**src/rtl/irq_gw_pkg.sv**
```systemverilog
package irq_gw_pkg;

    localparam int CFG_W     = 11;
    localparam int DELEG_BIT = 10;
    localparam int MODE_W    = 3;

    typedef enum logic [MODE_W-1:0] {
        SM_INACTIVE = 3'd0,
        SM_DETACHED = 3'd1,
        SM_RSV2     = 3'd2,
        SM_RSV3     = 3'd3,
        SM_RISE     = 3'd4,
        SM_FALL     = 3'd5,
        SM_LVL_HI   = 3'd6,
        SM_LVL_LO   = 3'd7
    } src_mode_e;

    typedef enum logic [2:0] {
        OP_IDLE  = 3'd0,
        OP_CFG   = 3'd1,
        OP_SETIP = 3'd2,
        OP_CLRIP = 3'd3,
        OP_SETIE = 3'd4,
        OP_CLRIE = 3'd5
    } req_op_e;

endpackage

```
**src/rtl/gw_req_decode.sv**
```systemverilog
module gw_req_decode
    import irq_gw_pkg::*;
#(
    parameter int NSRC  = 8,
    parameter int IDX_W = 4
) (
    input  logic [2:0]       req_op,
    input  logic [IDX_W-1:0] req_idx,
    input  logic [CFG_W-1:0] req_wdata,
    output logic [NSRC-1:0]  cfg_we,
    output logic [NSRC-1:0]  setip,
    output logic [NSRC-1:0]  clrip,
    output logic [NSRC-1:0]  setie,
    output logic [NSRC-1:0]  clrie,
    output src_mode_e        cfg_mode
);

    logic [NSRC-1:0] hit;
    logic            unused_wbits;

    assign unused_wbits = ^req_wdata[DELEG_BIT-1:MODE_W];

    // one-hot source select; number 0 and numbers >= NSRC select nothing
    always_comb begin
        hit = '0;
        for (int s = 1; s < NSRC; s++) begin
            hit[s] = (req_idx == IDX_W'(s));
        end
    end

    always_comb begin
        cfg_we = '0;
        setip  = '0;
        clrip  = '0;
        setie  = '0;
        clrie  = '0;
        unique case (req_op)
            OP_CFG:   cfg_we = hit;
            OP_SETIP: setip  = hit;
            OP_CLRIP: clrip  = hit;
            OP_SETIE: setie  = hit;
            OP_CLRIE: clrie  = hit;
            default:  ;
        endcase
    end

    // override bit folds the whole word to the inactive mode
    assign cfg_mode = req_wdata[DELEG_BIT] ? SM_INACTIVE
                                           : src_mode_e'(req_wdata[MODE_W-1:0]);

    // at most one strobe overall, none for invalid numbers
    always_comb begin
        p_one_strobe_r1: assert ($onehot0(cfg_we | setip | clrip | setie | clrie));
        if (req_idx == '0 || req_idx >= IDX_W'(NSRC)) begin
            p_no_strobe_invalid_r1: assert ((cfg_we | setip | clrip | setie | clrie) == '0);
        end
    end

endmodule

```
**src/rtl/gw_src_cell.sv**
```systemverilog
module gw_src_cell
    import irq_gw_pkg::*;
(
    input  logic      clk,
    input  logic      rst_n,
    input  logic      in_lvl,
    input  logic      cfg_we,
    input  src_mode_e cfg_mode,
    input  logic      setip,
    input  logic      clrip,
    input  logic      setie,
    input  logic      clrie,
    output src_mode_e mode_q,
    output logic      pend_q,
    output logic      en_q,
    output logic      in_q
);

    logic      hw_set;
    logic      is_level;
    logic      pend_d;
    logic      en_d;
    src_mode_e mode_d;

    // input event detection per sense mode
    always_comb begin
        unique case (mode_q)
            SM_RISE:   hw_set = in_lvl && !in_q && !pend_q;
            SM_FALL:   hw_set = !in_lvl && in_q;
            SM_LVL_HI: hw_set = in_lvl;
            SM_LVL_LO: hw_set = !in_lvl;
            default:   hw_set = 1'b0;
        endcase
    end

    assign is_level = (mode_q == SM_LVL_HI) || (mode_q == SM_LVL_LO);

    // next state: software first, then the input event
    always_comb begin
        if (setip) begin
            pend_d = 1'b1;
        end else if (clrip && !is_level) begin
            pend_d = 1'b0;
        end else if (hw_set) begin
            pend_d = 1'b1;
        end else begin
            pend_d = pend_q;
        end
        if (setie) begin
            en_d = 1'b1;
        end else if (clrie) begin
            en_d = 1'b0;
        end else begin
            en_d = en_q;
        end
        mode_d = cfg_we ? cfg_mode : mode_q;
    end

    always_ff @(posedge clk or negedge rst_n) begin
        if (!rst_n) begin
            mode_q <= SM_INACTIVE;
            pend_q <= 1'b0;
            en_q   <= 1'b0;
            in_q   <= 1'b0;
        end else begin
            mode_q <= mode_d;
            pend_q <= pend_d;
            en_q   <= en_d;
            in_q   <= in_lvl;
        end
    end

    p_set_accept_r6: assert property (@(posedge clk) disable iff (!rst_n)
        setip |=> pend_q);

    p_level_clr_ignored_r6: assert property (@(posedge clk) disable iff (!rst_n)
        (clrip && is_level && pend_q) |=> pend_q);

    p_rise_r3: assert property (@(posedge clk) disable iff (!rst_n)
        (mode_q == SM_RISE && in_lvl && !in_q && !clrip) |=> pend_q);

    p_fall_r4: assert property (@(posedge clk) disable iff (!rst_n)
        (mode_q == SM_FALL && !in_lvl && in_q && !clrip) |=> pend_q);

    p_level_hi_r5: assert property (@(posedge clk) disable iff (!rst_n)
        (mode_q == SM_LVL_HI && in_lvl) |=> pend_q);

    p_quiet_modes_r8: assert property (@(posedge clk) disable iff (!rst_n)
        ((mode_q == SM_INACTIVE || mode_q == SM_DETACHED ||
          mode_q == SM_RSV2 || mode_q == SM_RSV3) && !setip && !clrip)
        |=> $stable(pend_q));

    p_sw_clr_wins_r10: assert property (@(posedge clk) disable iff (!rst_n)
        (clrip && !is_level && !setip) |=> !pend_q);

    p_in_track_r11: assert property (@(posedge clk) disable iff (!rst_n)
        rst_n |=> (in_q == $past(in_lvl)));

endmodule

```
**src/rtl/gw_read_mux.sv**
```systemverilog
module gw_read_mux
    import irq_gw_pkg::*;
#(
    parameter int NSRC  = 8,
    parameter int IDX_W = 4
) (
    input  logic [IDX_W-1:0]             rd_idx,
    input  logic [NSRC-1:0][MODE_W-1:0]  mode_flat,
    input  logic [NSRC-1:0]              pend_vec,
    input  logic [NSRC-1:0]              en_vec,
    input  logic [NSRC-1:0]              in_vec,
    output logic [CFG_W-1:0]             rd_cfg,
    output logic                         rd_pend,
    output logic                         rd_en,
    output logic                         rd_in
);

    always_comb begin
        rd_cfg  = '0;
        rd_pend = 1'b0;
        rd_en   = 1'b0;
        rd_in   = 1'b0;
        for (int s = 1; s < NSRC; s++) begin
            if (rd_idx == IDX_W'(s)) begin
                rd_cfg  = CFG_W'(mode_flat[s]);
                rd_pend = pend_vec[s];
                rd_en   = en_vec[s];
                rd_in   = in_vec[s];
            end
        end
    end

endmodule

```
**src/rtl/irq_gateway_array.sv**
```systemverilog
module irq_gateway_array
    import irq_gw_pkg::*;
#(
    parameter  int NSRC  = 8,
    localparam int IDX_W = $clog2(NSRC) + 1
) (
    input  logic             clk,
    input  logic             rst_n,
    input  logic [NSRC-1:0]  src_in,
    input  logic [2:0]       req_op,
    input  logic [IDX_W-1:0] req_idx,
    input  logic [CFG_W-1:0] req_wdata,
    input  logic [IDX_W-1:0] rd_idx,
    output logic [CFG_W-1:0] rd_cfg,
    output logic             rd_pend,
    output logic             rd_en,
    output logic             rd_in,
    output logic [NSRC-1:0]  pend_vec,
    output logic [NSRC-1:0]  en_vec,
    output logic [NSRC-1:0]  in_vec
);

    logic [NSRC-1:0]             cfg_we;
    logic [NSRC-1:0]             setip;
    logic [NSRC-1:0]             clrip;
    logic [NSRC-1:0]             setie;
    logic [NSRC-1:0]             clrie;
    src_mode_e                   cfg_mode;
    logic [NSRC-1:0][MODE_W-1:0] mode_flat;
    logic                        unused_ctl;

    assign unused_ctl = ^{src_in[0], cfg_we[0], setip[0], clrip[0], setie[0], clrie[0]};

    gw_req_decode #(.NSRC(NSRC), .IDX_W(IDX_W)) u_dec (
        .req_op    (req_op),
        .req_idx   (req_idx),
        .req_wdata (req_wdata),
        .cfg_we    (cfg_we),
        .setip     (setip),
        .clrip     (clrip),
        .setie     (setie),
        .clrie     (clrie),
        .cfg_mode  (cfg_mode)
    );

    for (genvar s = 0; s < NSRC; s++) begin : g_src
        if (s == 0) begin : g_none
            assign mode_flat[s] = '0;
            assign pend_vec[s]  = 1'b0;
            assign en_vec[s]    = 1'b0;
            assign in_vec[s]    = 1'b0;
        end else begin : g_cell
            src_mode_e mode_s;
            gw_src_cell u_cell (
                .clk      (clk),
                .rst_n    (rst_n),
                .in_lvl   (src_in[s]),
                .cfg_we   (cfg_we[s]),
                .cfg_mode (cfg_mode),
                .setip    (setip[s]),
                .clrip    (clrip[s]),
                .setie    (setie[s]),
                .clrie    (clrie[s]),
                .mode_q   (mode_s),
                .pend_q   (pend_vec[s]),
                .en_q     (en_vec[s]),
                .in_q     (in_vec[s])
            );
            assign mode_flat[s] = mode_s;
        end
    end

    gw_read_mux #(.NSRC(NSRC), .IDX_W(IDX_W)) u_rd (
        .rd_idx    (rd_idx),
        .mode_flat (mode_flat),
        .pend_vec  (pend_vec),
        .en_vec    (en_vec),
        .in_vec    (in_vec),
        .rd_cfg    (rd_cfg),
        .rd_pend   (rd_pend),
        .rd_en     (rd_en),
        .rd_in     (rd_in)
    );

    p_rd_invalid_zero_r1: assert property (@(posedge clk) disable iff (!rst_n)
        (rd_idx == '0 || rd_idx >= IDX_W'(NSRC))
        |-> (rd_cfg == '0 && !rd_pend && !rd_en && !rd_in));

    p_cfg_override_r7: assert property (@(posedge clk) disable iff (!rst_n)
        (req_op == OP_CFG && req_wdata[DELEG_BIT] && rd_idx == req_idx)
        |=> (rd_cfg == '0 || rd_idx != $past(rd_idx)));

endmodule

```
**config.mk**
```make
export PLATFORM = sky130hd
export DESIGN_NAME = irq_gateway_array
export DESIGN_NICKNAME = d
export VERILOG_FILES = /design/src/rtl/irq_gw_pkg.sv /design/src/rtl/gw_req_decode.sv /design/src/rtl/gw_src_cell.sv /design/src/rtl/gw_read_mux.sv /design/src/rtl/irq_gateway_array.sv
export SDC_FILE = /design/constraint.sdc
export NUM_CORES = 1
export LEC_CHECK = 0
export ABC_AREA = 1
export BUFFER_PORTS_ARGS = -buffer_cell sky130_fd_sc_hd__buf_2
export CAP_MARGIN = 20
export CORE_MARGIN = 10
export CORE_UTILIZATION = 45
export DETAILED_ROUTE_END_ITERATION = 8
export HOLD_SLACK_MARGIN = 0.1
export PLACE_DENSITY = 0.7
export SKIP_CTS_REPAIR_TIMING = 1
export SYNTH_ARGS = -nofsm -noshare
export SYNTH_HDL_FRONTEND = slang
export SYNTH_HIERARCHICAL = 1
export SYNTH_SLANG_ARGS = --single-unit
```
**constraint.sdc**
```tcl
create_clock -name clk -period 1.1 [get_ports clk]
set_input_delay 0.11 -clock clk [delete_from_list [all_inputs] [get_ports clk]]
set_output_delay 0.11 -clock clk [all_outputs]
set_load 0.05 [all_outputs]
```
# Word level (Yosys, flattened, before mapping)
# Cells that the tools add are included.
[word_totals]
inputBits = 32
n_memories = 0
ramBits = 0
word_cells = 228
latchBits = 0
reg_bits = 42
output_inout_bits = 38
romBits = 0
[op_classes]
add_sub_neg = 0
div = 0
n_mux = 76
eq_ne = 47
magnitude_cmp = 0
bitwise_logic = 0
reduce_logical = 77
shifts = 0
n_mul = 0
[ops]
columns = ["cell", "n"]
rows = [
  ["3-bit equality test, second input constant", 30],
  ["1-bit two-way mux", 56],
  ["8-bit two-way mux", 5],
  ["4-bit by 3-bit equality test with 1-bit output, second input constant", 8],
  ["1-bit logical AND", 28],
  ["1-bit zero test", 28],
  ["1-bit case mux with 4 select lines", 7],
  ["3-bit two-way mux", 8],
  ["3-bit nonzero test", 7],
  ["4-bit by 2-bit equality test with 1-bit output, second input constant", 4],
  ["2-bit nonzero test", 7],
  ["4-bit by 1-bit equality test with 1-bit output, second input constant", 2],
  ["1-bit logical OR", 7],
  ["3-bit by 2-bit equality test with 1-bit output, second input constant", 2],
  ["3-bit by 1-bit equality test with 1-bit output, second input constant", 1],
]

# Longest topological paths before layout
# Gate-level depths: netlist (run 1).
[logic_depth]
depth_word = 8
ltp_mapped = 7
ltp_nobuf = 7

# Hierarchy
# Netlist (run 1), hierarchy kept.
[by_module_without_submodules]
columns = ["module", "instances", "area_per_inst_um2", "seq_area_each_um2", "cells_per_inst"]
rows = [
  ["gw_src_cell", 7, 257.7, 150.1, 32],
  ["gw_read_mux", 1, 526.8, 0.0, 105],
  ["gw_req_decode", 1, 302.8, 0.0, 72],
  ["irq_gateway_array", 1, 26.3, 0.0, 4],
]

# Worst setup path before layout (run 1)
# No wires, ideal clock.
[synth_path]
kind = "reg-to-output"
start = "register g_src[4].g_cell.u_cell.in_q"
end = "output port rd_in"
t_required_ps = 990
arrival_time_ps = 1326
stages_incl_launch_ff = 7
n_path_buf = 0
slack_ps = -336
cell_sequence = "dfrtp_1 -> nand2_1 -> nand3_1 -> nand2_1 -> inv_1 -> o21ai_2 -> nand3_1"
[synth_between]
elab_chain_len = 4
[synth_lines]
columns = ["element", "line_no", "source"]
rows = [
  ["start, declared", "gw_src_cell.sv:16", "output logic in_q"],
  ["start signal, assigned", "gw_src_cell.sv:69", "in_q <= in_lvl;"],
  ["1-bit two-way mux (4 in series)", "gw_read_mux.sv:24", "if (rd_idx == IDX_W'(s)) begin"],
  ["end, declared", "irq_gateway_array.sv:17", "output logic rd_in,"],
]
# No other way between the ends.

# Worst setup path after layout (run 1)
[layout_path]
start = "register g_src[2].g_cell.u_cell.en_q"
end = "output port rd_en"
[layout_between]
elab_chain_len = 6
[layout_lines]
columns = ["element", "line_no", "source"]
rows = [
  ["start, declared", "gw_src_cell.sv:15", "output logic en_q,"],
  ["start signal, assigned", "gw_src_cell.sv:68", "en_q <= en_d;"],
  ["1-bit two-way mux (6 in series)", "gw_read_mux.sv:24", ""],
  ["end, declared", "irq_gateway_array.sv:16", "output logic rd_en,"],
]
# No other way between the ends.

==> reports/results.txt, run 1 <==
Status: finished, violations left
Failing checks: negative setup slack
Final setup vio count: 14
Number of remaining DRC errors: 0
Fmax achieved: 682 MHz
PD cells: 1240 nW/um^2
Root Driver: clkbuf_8
I/O pin count: 70
Clk buf depth: 2
Total grt overflow: 0
Largest stage delay on the critical path: 440 ps
Max VDD drop: 869 uV
Clock skew: 10.3 ps
Initial antenna violation count: 0
Final hold viol count: 0
Post-Syn Instances: 399
Max layer used: met4
Register area: 1070 sq um
CP endpoint kind: primary output
Post-route ant nets: 0
Die H: 96.3 microns
Share of layout cells above drive strength 1: 0.291
Slew Viols, Final: 0
Final Power: 0.00471 W
Htree depth: 2
Synthesized area per cell: 6.56 sq um
Register clock-pin slew on the reported worst setup and hold paths: 90 ps
1st-pass router iterations: 5
Gpl congestion: 0.963
RSZ-0062 raised after global routing: true
Max-cap violations: 0
Routed length on met2: 4050 microns
CTS buffer count: 5
Crit path time final: 1470 ps
Hold crit path type: in -> reg
Number of nets in the layout: 543
N_diodes: 0
Met3 wire length: 627 microns
Detailed placement HPWL: 6230 microns
P_leak: 2.00 nW
Worst EP arrival: 1360 ps
CP Cell Sequence: nand3_2 > nand2_1 > o21ai_2 > nand3_4 > buf_8
CORE AREA: 5570 sq um
Die width: 96.3 microns
Worst-skew pair later-pin latency: 300 ps
Startpoint Class: flop
Placement Rows: 27
DIE AREA: 9270 sq um
Total wire length: 8190 microns
Synthesized cell area: 2620 sq um
Largest net degree at the start of global routing: 43
WP data required: 990 ps
Initial DRC Count: 193
Synth Warn #: 6
CP Class: reg -> out
Critical-path top delay cell: dfrtp_2
Fillers: 473
Setup TNS: -2070 ps
Critical-path maximum fanout: 2
CTS tree: done
DRT met1 WL: 3340 microns
Port bufs: 50
Fin crit share: 1.33
Multi-input logic area: 1340 sq um
First-pass GRT wire length: 12900 microns
Vias in the first global route: 2756
Vias/cell: 4.83
Avg WL per Cell: 14.0 microns
Setup WS post-layout: -366 ps
Starting Density: 0.470
Area growth from synthesis to layout: 45.4%
CTS sink cnt: 42
Pre-CTS setup slack: -202 ps
Via Count: 2821
Total Routing Usage GR: 0.178
-- path summary, 6_finish.rpt --
path                                                   from                          endpoint  slack [ps]  cells after the start
worst max-delay path            g_src[2].g_cell.u_cell/en_q                             rd_en        -370                      5
worst min-delay path                          req_wdata[10]  g_src[1].g_cell.u_cell/mode_q[0]         290                      5
worst max register to register  g_src[1].g_cell.u_cell/in_q     g_src[1].g_cell.u_cell/pend_q          60                      7
worst min register to register  g_src[6].g_cell.u_cell/en_q       g_src[6].g_cell.u_cell/en_q         580                      2
max in group asynchronous                             rst_n       g_src[5].g_cell.u_cell/in_q         550                      3
min in group asynchronous                             rst_n       g_src[1].g_cell.u_cell/en_q         310                      3
-- report_power, final --
part | internal, W | switching, W
sequential | 0.00177 | 0.000191
clock | 0.000440 | 0.000512
combinational | 0.000710 | 0.00109
-- final cells by class --
class                   instances  share of cell area
clock buffers                   6              0.0191
clock inverters                 2             0.00263
inverters                      68              0.0670
multi-input cells             286               0.352
flip-flops and latches         42               0.282
well taps                      72              0.0237
repair buffers                108               0.254
-- stage by stage --
step | util | std cells | hold WS (ps) | cell area [sq um]
2_1_floorplan | - | 408 | -186 | 2730
3_3_place_gp | 0.605 | 567 | 104 | 3370
3_5_place_dp | 0.605 | 567 | 105 | 3370
4_1_cts | 0.620 | 575 | -222 | 3460
5_1_grt | 0.683 | 584 | 320 | 3810
6_report | 0.683 | 584 | 292 | 3810
-- routing by layer --
metal / vias up / GRT usage
li1: 1422 / -
met1: 1282 / 0.211
met2: 102 / 0.300
met3: 15 / 0.0459
met4: 0 / 0.0651
met5: - / 0
-- registers in the layout, indices dropped and copies added (netlist names) --
register	flops
g_src.g_cell.u_cell/pend_q	7
g_src.g_cell.u_cell/mode_q	21
g_src.g_cell.u_cell/en_q	7
g_src.g_cell.u_cell/in_q	7
-- cell usage in the layout (no fill, tap or decap) --
master and count:
nand3_1 30, dfrtp_1 25, dfrtp_2 17, o21ai_2 5, inv_2 2, buf_12 2
nand3b_1 3, clkinv_2 2, nand2_1 115, or2_0 1, o21ai_1 2, nand3_4 3
clkbuf_4 3, dlygate4sd3_1 8, o21ai_0 29, nand3_2 6, clkbuf_1 1, nand2_2 4
buf_8 13, o21bai_1 7, conb_1 11, buf_2 25, inv_1 66, buf_6 20
nor2_1 65, buf_4 37, nor2_4 5, clkbuf_8 5
-- worst max-delay path: cells and delay by family, from the launching register on --
| kind | cells | cell delay (ps) |
|---|---|---|
| buffers and inverters | 1 | 160 |
| AOI/OAI and AO/OA | 1 | 220 |
| and+or+nand+nor | 3 | 230 |
| DFF | 1 | 440 |
Power figures use the tool's default switching activity.
==> run 2: changes to the inputs <==
Settings changed: SYNTH_HIERARCHICAL 1 to not set.
==> reports/results.txt, run 2 <==
Status: finished, violations left
Failing checks: negative setup slack
Die width: 96.1 microns (-0.17%)
Startpoint Class: flop
Port bufs: 50 (unchanged)
Worst-skew pair later-pin latency: 290 ps (about the same)
Largest net degree at the start of global routing: 43 (unchanged)
Commonest non-fill, non-tap cell in the layout: nand2_1
I/O pin count: 70 (unchanged)
Root Driver: clkbuf_8
Die H: 96.1 microns (-0.17%)
Seq pwr share: 0.387 (-0.030)
Area growth from synthesis to layout: 41.7%
Initial antenna violation count: 0 (unchanged)
Crit path time final: 1470 ps (+4.86 ps)
WP data required: 990 ps (about the same)
Share of layout cells above drive strength 1: 0.323 (+0.0323)
Max VDD drop: 662 uV (-24%)
Top cells by area, synth: dfrtp_1, nand2_1, o21ai_0, nand3_1, buf_4
DIE AREA: 9240 sq um (-0.34%)
Starting Density: 0.468 (-0.00202)
Register area share after synthesis: 0.403
CTS tree: done
Total grt overflow: 0 (unchanged)
Fmax achieved: 680 MHz (-0.33%)
Vias in the first global route: 2482 (-9.9%)
Post-Syn Instances: 364 (-8.8%)
First-pass GRT wire length: 11800 microns (-8.2%)
Via Count: 2711 (-3.9%)
1st-pass router iterations: 4 (-1)
Top reg by flops: g_src.g_cell.u_cell.mode_q
Detailed placement HPWL: 5910 microns (-5.1%)
Synth area leader: dfrtp_1
N_diodes: 0 (unchanged)
Post-place instance area: 3200 sq um (-5.1%)
Total Routing Usage GR: 0.162 (-0.0157)
Synthesized cell area: 2610 sq um (-0.43%)
Number of nets in the layout: 495 (-8.8%)
Hold crit path type: in -> reg
CP Cell Sequence: nand2_1 > nand3_1 > nand2_1 > inv_1 > o21ai_2 > nand3_2 > buf_6
Most Frequent Cell on Critical Path: nand2_1
Pre-CTS setup slack: -262 ps (-59.8 ps)
Placement Rows: 27 (unchanged)
CTS sink cnt: 42 (unchanged)
CP Class: reg -> out
PD cells: 1310 nW/um^2 (+5.8%)
Dpl cells: 517 (-8.8%)
CTS buffer count: 5 (unchanged)
Top FF cell, synth: dfrtp_1
Critical-path maximum fanout: 2 (unchanged)
Unique masters post-synth: 21
Max-cap violations: 0 (unchanged)
Vias/cell: 5.06 (+4.7%)
Setup WS post-layout: -371 ps (-4.86 ps)
Synthesized area per cell: 7.16 sq um (+9.1%)
Gpl congestion: 0.910 (-5.5%)
Synth cell count leaders: nand2_1, o21ai_0, nand3_1
Final setup vio count: 8 (-6)
Final hold viol count: 0 (unchanged)
Top-area cell type share of the netlist area: 0.403
Internal: 0.00301 W (+2.8%)
WHS: 133 ps (-160 ps)
Post-synth ARST share: 1.00
Critical-path top delay cell: dfrtp_1
Most frequent cells in the layout: nand2_1, dfrtp_1, nand3_1
Total wire length: 7860 microns (-4.1%)
EDFF count, synth: 0
Avg WL per Cell: 14.7 microns (+4.5%)
Clock power share: 0.215 (+0.013)
Largest stage delay on the critical path: 410 ps (-30 ps)
CP endpoint kind: primary output
Largest register FFs: 21 (unchanged)
Initial DRC Count: 208 (+7.8%)
#FFs+latches synth: 42
P_leak: 1.90 nW (-4.9%)
Worst EP arrival: 1360 ps (about the same)
Comb power frac: 0.397 (+0.016)
Fin crit share: 1.34 (+0.00442)
CORE AREA: 5570 sq um (unchanged)
Switching pwr: 0.00183 W (+2.4%)
Clock skew: 4.26 ps (-6.06 ps)
Register clock-pin slew on the reported worst setup and hold paths: 80 ps (about the same)
Setup TNS: -2110 ps (-40.0 ps)
Count leader, synth: nand2_1
RSZ-0062 raised after global routing: true
Clk buf depth: 2 (unchanged)
Final instance area: 3690 sq um (-3.0%)
Htree depth: 2 (unchanged)
Synth Warn #: 0 (-6)
Sw Share: 0.379 (-0.000879)
Number of remaining DRC errors: 0 (unchanged)
Slew Viols, Final: 0 (unchanged)
Post-route ant nets: 0 (unchanged)
Final Non-Filler Cells: 536 (-8.2%)
==> run 2: power groups by stage <==
stage / Clock (W) / Combinational (W) / Sequential, W
after floorplan: 0 / 0.00114 / 0.00186
after global placement: 0 / 0.00153 / 0.00188
after detailed placement: 0 / 0.00156 / 0.00188
after CTS: 0.00106 / 0.00156 / 0.00185
after global routing: 0.00113 / 0.00206 / 0.00189
final: 0.00104 / 0.00192 / 0.00187
==> run 2: path summary, 6_finish.rpt <==
path	startpoint	endpoint	slack [ps]	cells after the start
min in group asynchronous	rst_n	g_src[1].g_cell.u_cell.in_q	310	3
hold / removal	req_op[0]	g_src[1].g_cell.u_cell.en_q	130	3
setup reg to reg	g_src[2].g_cell.u_cell.mode_q[1]	g_src[2].g_cell.u_cell.pend_q	30	9
setup / recovery	g_src[4].g_cell.u_cell.pend_q	rd_pend	-370	7
hold reg to reg	g_src[6].g_cell.u_cell.mode_q[0]	g_src[6].g_cell.u_cell.mode_q[0]	520	2
max in group asynchronous	rst_n	g_src[5].g_cell.u_cell.en_q	580	3
==> run 2: worst max-delay path, delay by kind of cell (launching register included) <==
kind	cells	cell delay [ps]
AO/OA/AOI/OAI	1	80
AND/OR/NAND/NOR	4	340
buffers and inverters	2	230
flip-flops	1	410
==> run 2: per-layer routing <==
metal | up-vias | global-route usage | wire length (microns)
li1 | 1335 | - | -
met1 | 1269 | 0.207 | 3330
met2 | 95 | 0.267 | 3700
met3 | 12 | 0.0381 | 698
met4 | 0 | 0.0430 | 138
met5 | - | 0 | 0
==> run 2: cell families after synthesis <==
kind of cell,Yosys count,synth area share
AOI/OAI and AO/OA,60,0.117
other,1,0.00144
buffers and inverters,74,0.153
and+or+nand+nor,187,0.325
DFF,42,0.403
==> run 2: cell type report <==
cell class | count | area, sq um
flip-flops and latches | 42 | 1050
clock inverters | 1 | 5.00
well taps | 72 | 90.1
fillers | 499 | 1880
clock buffers | 7 | 86.3
repair buffers | 115 | 1030
multi-input cells | 258 | 1270
inverters | 41 | 156
==> run 2: stage by stage <==
step / utilization / power [W]
2_1_floorplan: - / 0.00300
3_3_place_gp: 0.574 / 0.00341
3_5_place_dp: 0.574 / 0.00344
4_1_cts: 0.591 / 0.00447
5_1_grt: 0.663 / 0.00508
6_report: 0.663 / 0.00484
==> run 3: changes to the inputs <==
Settings changed: CORE_MARGIN 10 to 1.
==> reports/results.txt, run 3 (synthesized netlist as in run 2, its figures left out) <==
Vias/cell: 5.10 (+0.80%)
Total wire length: 7670 microns (-2.5%)
Multi-input logic area: 1320 sq um (+3.6%)
Failing checks: negative setup slack
Worst EP arrival: 1350 ps (about the same)
CP Class: reg -> out
Setup WS post-layout: -361 ps (+10.3 ps)
Port bufs: 50 (unchanged)
DIE AREA: 6100 sq um (-34%)
1st-pass router iterations: 5 (+1)
Gpl congestion: 0.931 (+2.3%)
CORE AREA: 5540 sq um (-0.61%)
Htree depth: 2 (unchanged)
Status: finished, violations left
Fmax achieved: 685 MHz (+0.71%)
Placement Rows: 27 (unchanged)
Critical-path maximum fanout: 2 (unchanged)
I/O pin count: 70 (unchanged)
Largest register FFs: 21 (unchanged)
Commonest non-fill, non-tap cell in the layout: nand2_1
Final hold viol count: 0 (unchanged)
Dpl cells: 519 (+0.39%)
RSZ-0062 raised after global routing: true
Largest net degree at the start of global routing: 43 (unchanged)
Starting Density: 0.471 (+0.00285)
Vias in the first global route: 2498 (+0.64%)
Area growth from synthesis to layout: 44.7%
Root Driver: clkbuf_8
CTS tree: done
WP data required: 990 ps (about the same)
Max-cap violations: 0 (unchanged)
Top reg by flops: g_src.g_cell.u_cell.mode_q
Detailed placement HPWL: 5370 microns (-9.2%)
Final Non-Filler Cells: 538 (+0.37%)
Avg WL per Cell: 14.3 microns (-2.8%)
Slew Viols, Final: 0 (unchanged)
Clock skew: 6.10 ps (+1.84 ps)
N_diodes: 0 (unchanged)
CTS buffer count: 5 (unchanged)
PD cells: 1340 nW/um^2 (+2.1%)
Startpoint Class: flop
Clk buf depth: 2 (unchanged)
Die H: 78.1 microns (-19%)
Number of nets in the layout: 497 (+0.40%)
Via Count: 2743 (+1.2%)
Crit path time final: 1460 ps (-10.3 ps)
Max VDD drop: 800 uV (+21%)
Final Core Density: 0.681 (+0.0185)
CTS sink cnt: 42 (unchanged)
First-pass GRT wire length: 11800 microns (unchanged)
Most frequent cells in the layout: nand2_1, buf_4, dfrtp_1
Register clock-pin slew on the reported worst setup and hold paths: 90 ps (about the same)
Fin crit share: 1.33 (-0.00941)
P_leak: 1.93 nW (+1.3%)
Initial antenna violation count: 0 (unchanged)
Final setup vio count: 9 (+1)
Total grt overflow: 0 (unchanged)
Setup TNS: -2190 ps (-76.2 ps)
Initial DRC Count: 305 (+47%)
Fillers: 464 (-7.0%)
CP endpoint kind: primary output
Post-route ant nets: 0 (unchanged)
Hold crit path type: in -> reg
Total Routing Usage GR: 0.250 (+0.0882)
Die width: 78.1 microns (-19%)
Register area: 1050 sq um (unchanged)
Number of remaining DRC errors: 0 (unchanged)
Share of layout cells above drive strength 1: 0.348 (+0.0244)
Worst-skew pair later-pin latency: 300 ps (about the same)
[run 3: cell count changes in the layout (fill, tap and decap cells not counted), moves of 2 or more]
cell	before	now
nand3_2	7	9
nand2_1	104	100
buf_4	40	43
o21ai_1	11	8
o21ai_2	5	7
nand3_1	41	39
nand2_2	5	8
[run 3: path summary, 6_finish.rpt]
kind                                                  startpoint  cells after the start  slack [ps]                          endpoint
min in group asynchronous                                  rst_n                      3         310     g_src[2].g_cell.u_cell.pend_q
max in group asynchronous                                  rst_n                      3         570  g_src[6].g_cell.u_cell.mode_q[2]
worst min register to register  g_src[6].g_cell.u_cell.mode_q[0]                      2         520  g_src[6].g_cell.u_cell.mode_q[0]
worst max-delay path                 g_src[5].g_cell.u_cell.in_q                      7        -360                             rd_in
worst min-delay path                                   req_op[0]                      3         110       g_src[1].g_cell.u_cell.en_q
worst max register to register  g_src[2].g_cell.u_cell.mode_q[0]                      8          40     g_src[2].g_cell.u_cell.pend_q
[run 3: cell type report]
class,count,share of cell area
clock inverter,1,0.00796
clock buffer,7,0.0202
inverter,41,0.0421
sequential,42,0.279
timing repair buffer,117,0.278
tap,72,0.0239
multi-input combinational,258,0.349
[run 3: critical path, stage by stage, from the launching register on]
cell     delay, ps
dfrtp_1        420
nor2_1         110
nor2_1          50
nand2_1         60
nand2_1         60
o21ai_2        130
nand2_2         60
buf_6          150
[run 3: per-stage QoR]
step	worst slack (ps)	area (sq um)	power (W)	hold WS, ps
3_5_place_dp	-261	3230	0.00343	105
3_3_place_gp	-261	3230	0.00340	102
2_1_floorplan	0.596	2680	0.00300	-186
5_1_grt	-405	3770	0.00528	129
4_1_cts	-521	3330	0.00464	-218
6_report	-361	3770	0.00504	115
[run 3: layer usage]
metal,vias to the layer above,GRT usage,routed length (microns)
met1,1303,0.335,3340
met2,85,0.418,3780
met5,-,0,0
met3,13,0.0384,438
met4,0,0.0722,110
li1,1342,-,-
[run 3: power breakdown]
group          switching (W)  leakage, nW  internal (W)
Combinational        0.00115         1.33      0.000792
Clock               0.000546       0.0524      0.000680
Sequential          0.000154        0.548       0.00172
